**src/rtl/mipr_pkg.sv**
```systemverilog
package mipr_pkg;

  // core-side update strobes
  typedef struct packed {
    logic err_upd;
    logic stat_upd;
  } core_upd_t;

  // software enables for the two update kinds
  typedef struct packed {
    logic err_ie;
    logic stat_ie;
  } upd_en_t;

  // an update raises the status flag only when its own enable allows it
  function automatic logic upd_raises(core_upd_t upd, upd_en_t en);
    return (upd.err_upd & en.err_ie) | (upd.stat_upd & en.stat_ie);
  endfunction

endpackage

```
**src/rtl/mipr_pend_bank.sv**
```systemverilog
module mipr_pend_bank #(
  parameter int unsigned NUM_OBJ = 32
) (
  input  logic               clk,
  input  logic               rst,
  input  logic [NUM_OBJ-1:0] set_i,
  input  logic [NUM_OBJ-1:0] clr_i,
  output logic [NUM_OBJ-1:0] pend_o
);

  logic [NUM_OBJ-1:0] pend_q;

  // one flop per object; a set in the same cycle as a clear wins
  for (genvar g = 0; g < NUM_OBJ; g++) begin : g_obj
    always_ff @(posedge clk) begin
      if (rst)
        pend_q[g] <= 1'b0;
      else if (set_i[g])
        pend_q[g] <= 1'b1;
      else if (clr_i[g])
        pend_q[g] <= 1'b0;
    end
  end

  assign pend_o = pend_q;

endmodule

```
**src/rtl/mipr_stat_flag.sv**
```systemverilog
module mipr_stat_flag (
  input  logic clk,
  input  logic rst,
  input  logic raise_i,
  input  logic rd_i,
  output logic flag_o
);

  logic flag_q;

  // a new raise outranks a read in the same cycle
  always_ff @(posedge clk) begin
    if (rst)
      flag_q <= 1'b0;
    else if (raise_i)
      flag_q <= 1'b1;
    else if (rd_i)
      flag_q <= 1'b0;
  end

  assign flag_o = flag_q;

endmodule

```
**src/rtl/mipr_prio_enc.sv**
```systemverilog
module mipr_prio_enc #(
  parameter int unsigned NUM_OBJ = 32,
  parameter int unsigned ID_W    = 16
) (
  input  logic [NUM_OBJ-1:0] pend_i,
  output logic [ID_W-1:0]    num_o
);

  // scan from the top so the lowest set index is written last
  always_comb begin
    num_o = '0;
    for (int i = NUM_OBJ - 1; i >= 0; i--) begin
      if (pend_i[i])
        num_o = ID_W'(i + 1);
    end
  end

endmodule

```
**src/rtl/msg_irq_prio.sv**
```systemverilog
module msg_irq_prio #(
  parameter int unsigned NUM_OBJ = 32,
  parameter int unsigned ID_W    = 16
) (
  input  logic               clk,
  input  logic               rst,
  input  logic [NUM_OBJ-1:0] obj_set,
  input  logic [NUM_OBJ-1:0] obj_clr,
  input  logic               core_err_upd,
  input  logic               core_stat_upd,
  input  logic               err_ie,
  input  logic               stat_ie,
  input  logic               glob_ie,
  input  logic               stat_rd,
  output logic [ID_W-1:0]    int_id,
  output logic               int_line
);

  import mipr_pkg::*;

  localparam logic [ID_W-1:0] STAT_CODE = ID_W'(1) << (ID_W - 1);

  logic [NUM_OBJ-1:0] pend_vec;
  logic               stat_pend;
  logic               raise;
  logic [ID_W-1:0]    obj_num;
  logic [ID_W-1:0]    id_next;
  logic [ID_W-1:0]    id_q;
  logic               line_q;
  core_upd_t          upd;
  upd_en_t            upd_en;

  assign upd    = '{err_upd: core_err_upd, stat_upd: core_stat_upd};
  assign upd_en = '{err_ie: err_ie, stat_ie: stat_ie};
  assign raise  = upd_raises(upd, upd_en);

  mipr_pend_bank #(.NUM_OBJ(NUM_OBJ)) u_bank (
    .clk   (clk),
    .rst   (rst),
    .set_i (obj_set),
    .clr_i (obj_clr),
    .pend_o(pend_vec)
  );

  mipr_stat_flag u_stat (
    .clk    (clk),
    .rst    (rst),
    .raise_i(raise),
    .rd_i   (stat_rd),
    .flag_o (stat_pend)
  );

  mipr_prio_enc #(.NUM_OBJ(NUM_OBJ), .ID_W(ID_W)) u_enc (
    .pend_i(pend_vec),
    .num_o (obj_num)
  );

  assign id_next = stat_pend ? STAT_CODE : obj_num;

  always_ff @(posedge clk) begin
    if (rst) begin
      id_q   <= '0;
      line_q <= 1'b0;
    end else begin
      id_q   <= id_next;
      line_q <= glob_ie & (id_next != '0);
    end
  end

  assign int_id   = id_q;
  assign int_line = line_q;

endmodule

```
**config.mk**
```make
export PLATFORM = sky130hd
export DESIGN_NAME = msg_irq_prio
export DESIGN_NICKNAME = d
export VERILOG_FILES = /design/src/rtl/mipr_pkg.sv /design/src/rtl/mipr_pend_bank.sv /design/src/rtl/mipr_stat_flag.sv /design/src/rtl/mipr_prio_enc.sv /design/src/rtl/msg_irq_prio.sv
export SDC_FILE = /design/constraint.sdc
export NUM_CORES = 1
export LEC_CHECK = 0
export BUFFER_PORTS_ARGS = -buffer_cell sky130_fd_sc_hd__buf_2
export CORE_MARGIN = 4
export CORE_UTILIZATION = 25
export DETAILED_ROUTE_END_ITERATION = 7
export HOLD_SLACK_MARGIN = 0.08
export PLACE_DENSITY = 0.45
export SYNTH_ARGS = -nofsm -noshare
export SYNTH_HDL_FRONTEND = slang
export SYNTH_HIERARCHICAL = 1
export SYNTH_SLANG_ARGS = --single-unit
export TNS_END_PERCENT = 100
```
**constraint.sdc**
```tcl
create_clock -name clk -period 2.05 [get_ports clk]
set_input_delay 0.1025 -clock clk [delete_from_list [all_inputs] [get_ports clk]]
set_output_delay 0.1025 -clock clk [all_outputs]
set_load 0.02 [all_outputs]
```
Word level (Yosys, flattened, before mapping):

Index checks and enable logic that the tools add are counted.

* register bits after elaboration: 50
* input port bits: 72

* mux-type cells: 99
* bitwise gates (word level): 4
* reductions and logical operators: 34

Operator list (number)
* 2-to-1 mux 6 bit: 32
* 2-to-1 mux 1 bit: 66
* nonzero test 2 bit: 33
* 2-to-1 mux 16 bit: 1
* nonzero test 16 bit: 1
* AND 1 bit: 3
* OR 1 bit: 1

Longest topological paths before layout:

* word-level depth: 35
* gate-level depth with buffers: 8
* gate-level depth less buffers: 8

By module:

Netlist, hierarchy kept.

By module, submodules not included
* mipr_pend_bank: times used 1, cells each 131, area an instance 1154.9 um2, seq. area each 640.6 um2
* msg_irq_prio: times used 1, cells each 44, area an instance 514.2 um2, seq. area each 340.3 um2
* mipr_prio_enc: times used 1, cells each 80, area an instance 439.2 um2, seq. area each 0.0 um2
* mipr_stat_flag: times used 1, cells each 4, area an instance 38.8 um2, seq. area each 20.0 um2

Worst setup path before layout:

No wires, ideal clock.

* kind: register to register
* start point: reg u_bank.pend_q[19], in the netlist u_bank/pend_o[19]
* end point: reg line_q, in the netlist int_line
* library setup time: 0.081 ns
* data arrival time: 1.702 ns
* data required time: 1.969 ns
* path slack: 0.267 ns
* cell stages (with the launch flop): 9
* clock period less this slack: 1.783 ns
* cell sequence: dfxtp_1 -> or3_1 -> a221o_1 -> a21oi_1 -> o221ai_1 -> a21oi_1 -> nor4_2 -> a21o_1 -> a41oi_1

* word-level cells in the longest chain between the ends: 23

RTL lines
* start, declared: RTL line mipr_pend_bank.sv:11 `logic [NUM_OBJ-1:0] pend_q;`
* start signal, assigned by index: RTL line mipr_pend_bank.sv:17 `pend_q[g] <= 1'b0;`
* start signal, assigned by index: RTL line mipr_pend_bank.sv:19 `pend_q[g] <= 1'b1;`
* start signal, assigned by index: RTL line mipr_pend_bank.sv:21 `pend_q[g] <= 1'b0;`
* 2-to-1 mux 6 bit (20 in a row): RTL line mipr_prio_enc.sv:13 `if (pend_i[i])`
* net obj_num[0]: RTL line msg_irq_prio.sv:26 `logic [ID_W-1:0] obj_num;`
* 2-to-1 mux 16 bit: RTL line msg_irq_prio.sv:58 `assign id_next = stat_pend ? STAT_CODE : obj_num;`
* nonzero test 16 bit: RTL line msg_irq_prio.sv:66 `line_q <= glob_ie & (id_next != '0);`
* AND 1 bit: RTL line msg_irq_prio.sv:66
* end signal, assigned: RTL line msg_irq_prio.sv:66
* end, declared: RTL line msg_irq_prio.sv:29 `logic line_q;`

The timed path passes the listed nets, and every way through them passes these cells.
A chain may end at the register's enable or synchronous reset.

Worst setup path after layout:

Same ends and word-level chain as after synthesis.

==> reports/qor.yml <==
internal-power_mw: 1.65
skew_ps: 8.31
postRouteAntennaNets: 0
cts.sink_count: 50
power.density_mw_per_mm2: 629
gp_congestion: 0.733
cp-end-kind: "flip-flop"
grt_pass1_wl_mm: 9.71
yosys_most_used_dff: "dfxtp_1"
synth-simple-area-share: 0.261
die_y_um: 101
outcome: "finished clean"
slowest_stage: "or3_1"
sw_frac_of_total: 0.252
num_vias: 2158
max_stage_delay_ps: 360
maxSlewViolCount: 0
num_rows: 33
overflow: 0
timing.final.hold_violations: 0
post_synth_fa_ha_maj_area_fraction: 0
syn_area_mm2: 0.00215
synth_top_family_by_area: "simple AND/OR/NAND/NOR gates"
crit_required_ps: 2280
synth.avg_cell_area_um2: 8.29
cts_tree: "yes"
fin_total_pwr_mw: 2.20
num-nets-final: 494
wirelength_mm: 5.90
power.clock.fraction: 0.317
critPathKind: "reg2reg"
detail_route.wl_per_cell_um: 11.2
ys_warn_count: 6
yosys-mux-area-fraction: 0
finalCritPeriodShare: 0.929
cp.depth: 8
portBuffers: 88
synth-edff-count: 0
seq_area_frac_synth: 0.466
switching_power_mw: 0.556
timing.fmax_mhz: 525
comb_power_share: 0.189
synth_cell_types: 32
ys_async_sr_fraction: 0
diodes: 0
ir_worst_vdd_v: 0.000366
insertion_delay_ps: 300
finish.utilization: 0.422
critPathArrivalTime_ps: 2130
cts_buffers: 5
initial_core_util: 0.259
grtUsageTotal: 0.118
ioPinCount: 89
design.die.area_mm2: 0.0101
cp_top_family: "compound AO/OA/AOI/OAI gates"
grt_max_degree: 33
drive_gt1_frac: 0.265
synth_compound_area_frac: 0.148
drt_pass1_iterations: 4
setup_viol: 0
cp.buffers_inverters: 0
syn_inst: 259
root_buffer: "clkbuf_8"
cts.clk_slew.worst_paths_ps: 100
synthXorXnorAreaFrac: 0
p_seq_frac: 0.494
drtIter0Drc: 52
crit_chain: "or3_1 > a221o_1 > a21oi_1 > o221ai_1 > a21oi_2 > nor4_2 > a21o_1 > a41oi_1"
whs_path_depth: 4
antenna_found_initial: 0
setup_slack_ps: 146
rr_worst_depth: 8
die_width_um: 101
fin_crit_ps: 1900
post-cts-setup-buffers: 0
total_leakage_power_nw: 1.71
htree_levels: 2
clockBufferDepth: 2
routed_via_density: 4.09
cap_violations: 0
yosys_register_bits: 50
grt_pass1_vias: 2162
dpl_worst_slack_ps: 111
crit_fanout: 2
dp_hpwl_mm: 4.34
core_area_mm2: 0.00830
area_growth_pct: 63.1
worstSetupStartpointType: "flip-flop"
min_path_type: "in2reg"
drc: 0
Yosys cell counts (2+ instances only):
cell	n	area [um2]
o31a_1	2	17.5
a21oi_1	40	200
nor4_1	9	56.3
buf_4	10	75.1
nand2_1	5	18.8
nand2b_1	36	225
a221o_1	2	20.0
nor3_1	10	50.1
and2_1	15	93.8
dfxtp_1	50	1000
buf_6	3	33.8
inv_1	40	150
nor2_1	18	67.6
area by class of cell:
type,count,area (um2)
Multi-Input combinational cell,164,950
Clock inverter,3,43.8
Tap cell,105,131
Fill cell,859,4800
Clock buffer,5,68.8
Sequential cell,50,1000
Inverter,40,150
Timing Repair Buffer,161,1160
metal layers:
| metal | track usage | routed length (um) | vias up |
|---|---|---|---|
| li1 | - | - | 1147 |
| met5 | 0 | 0 | - |
| met4 | 0.0363 | 95 | 0 |
| met3 | 0.0228 | 326 | 8 |
| met2 | 0.192 | 2660 | 58 |
| met1 | 0.158 | 2820 | 945 |
power by group through the flow:
stage / Sequential, mW / Clock, mW / Combinational, mW
floorplan: 1.12 / 0 / 0.170
global placement: 1.11 / 0 / 0.301
detailed placement: 1.11 / 0 / 0.303
CTS: 1.09 / 0.730 / 0.409
global route: 1.10 / 0.764 / 0.467
finish: 1.09 / 0.698 / 0.417
state kept, by name, summed over array words and instances (netlist names):
signal / count
int_id: 16
int_line: 1
u_bank/pend_o: 32
u_stat/flag_o: 1
placed cells by master, fill, tap and decap left out, types with 2 or more instances in the layout:
master,Yosys,routed
nor4_2,1,5
buf_4,10,6
and2_1,15,15
clkbuf_8,0,5
a221o_1,2,2
a21oi_1,40,39
dfxtp_1,50,49
nor2_1,18,18
nor3_1,10,10
buf_2,1,88
inv_1,40,40
nor4_1,9,5
conb_1,1,10
nand2b_1,36,36
o31a_1,2,2
a21oi_2,1,2
nand2_1,5,5
dlygate4sd3_1,0,67
timing repair:
action	in CTS	in global routing
endpoints found under the setup margin	0	1
hold buffers	67	0
hold endpoints to repair	34	0
resized for setup	0	7
path summary, 6_finish.rpt:
path,start,end,slack [ps]
setup / recovery,u_bank/pend_o[19]$_SDFFE_PP0P_,int_line$_SDFF_PP0_,150
hold / removal,glob_ie,int_line$_SDFF_PP0_,580
setup reg to reg,u_bank/pend_o[19]$_SDFFE_PP0P_,int_line$_SDFF_PP0_,150
hold reg to reg,u_stat/flag_o$_SDFFE_PP0P_,int_id[15]$_SDFF_PP0_,600
stage by stage:
step,instances,hold slack (ps),instance area [um2],setup TNS (ps)
floorplan,268,165,2180,0
global placement,453,337,2680,0
detailed placement,453,342,2680,0
CTS,528,582,3470,0
global route,528,588,3500,-16.8
finish,528,584,3500,0
worst register-to-register path, stage by stage (launching register included):
cell      delay (ps)
dfxtp_1          320
or3_1            360
a221o_1          270
a21oi_1          140
o221ai_1         160
a21oi_2          200
nor4_2            50
a21o_1           160
a41oi_1          180
logic make-up after synthesis:
logic type | count (synthesis)
buf+inv | 54
compound gates | 54
other cells | 1
simple gates | 100
flops | 50
Power figures use the tool's default switching activity.
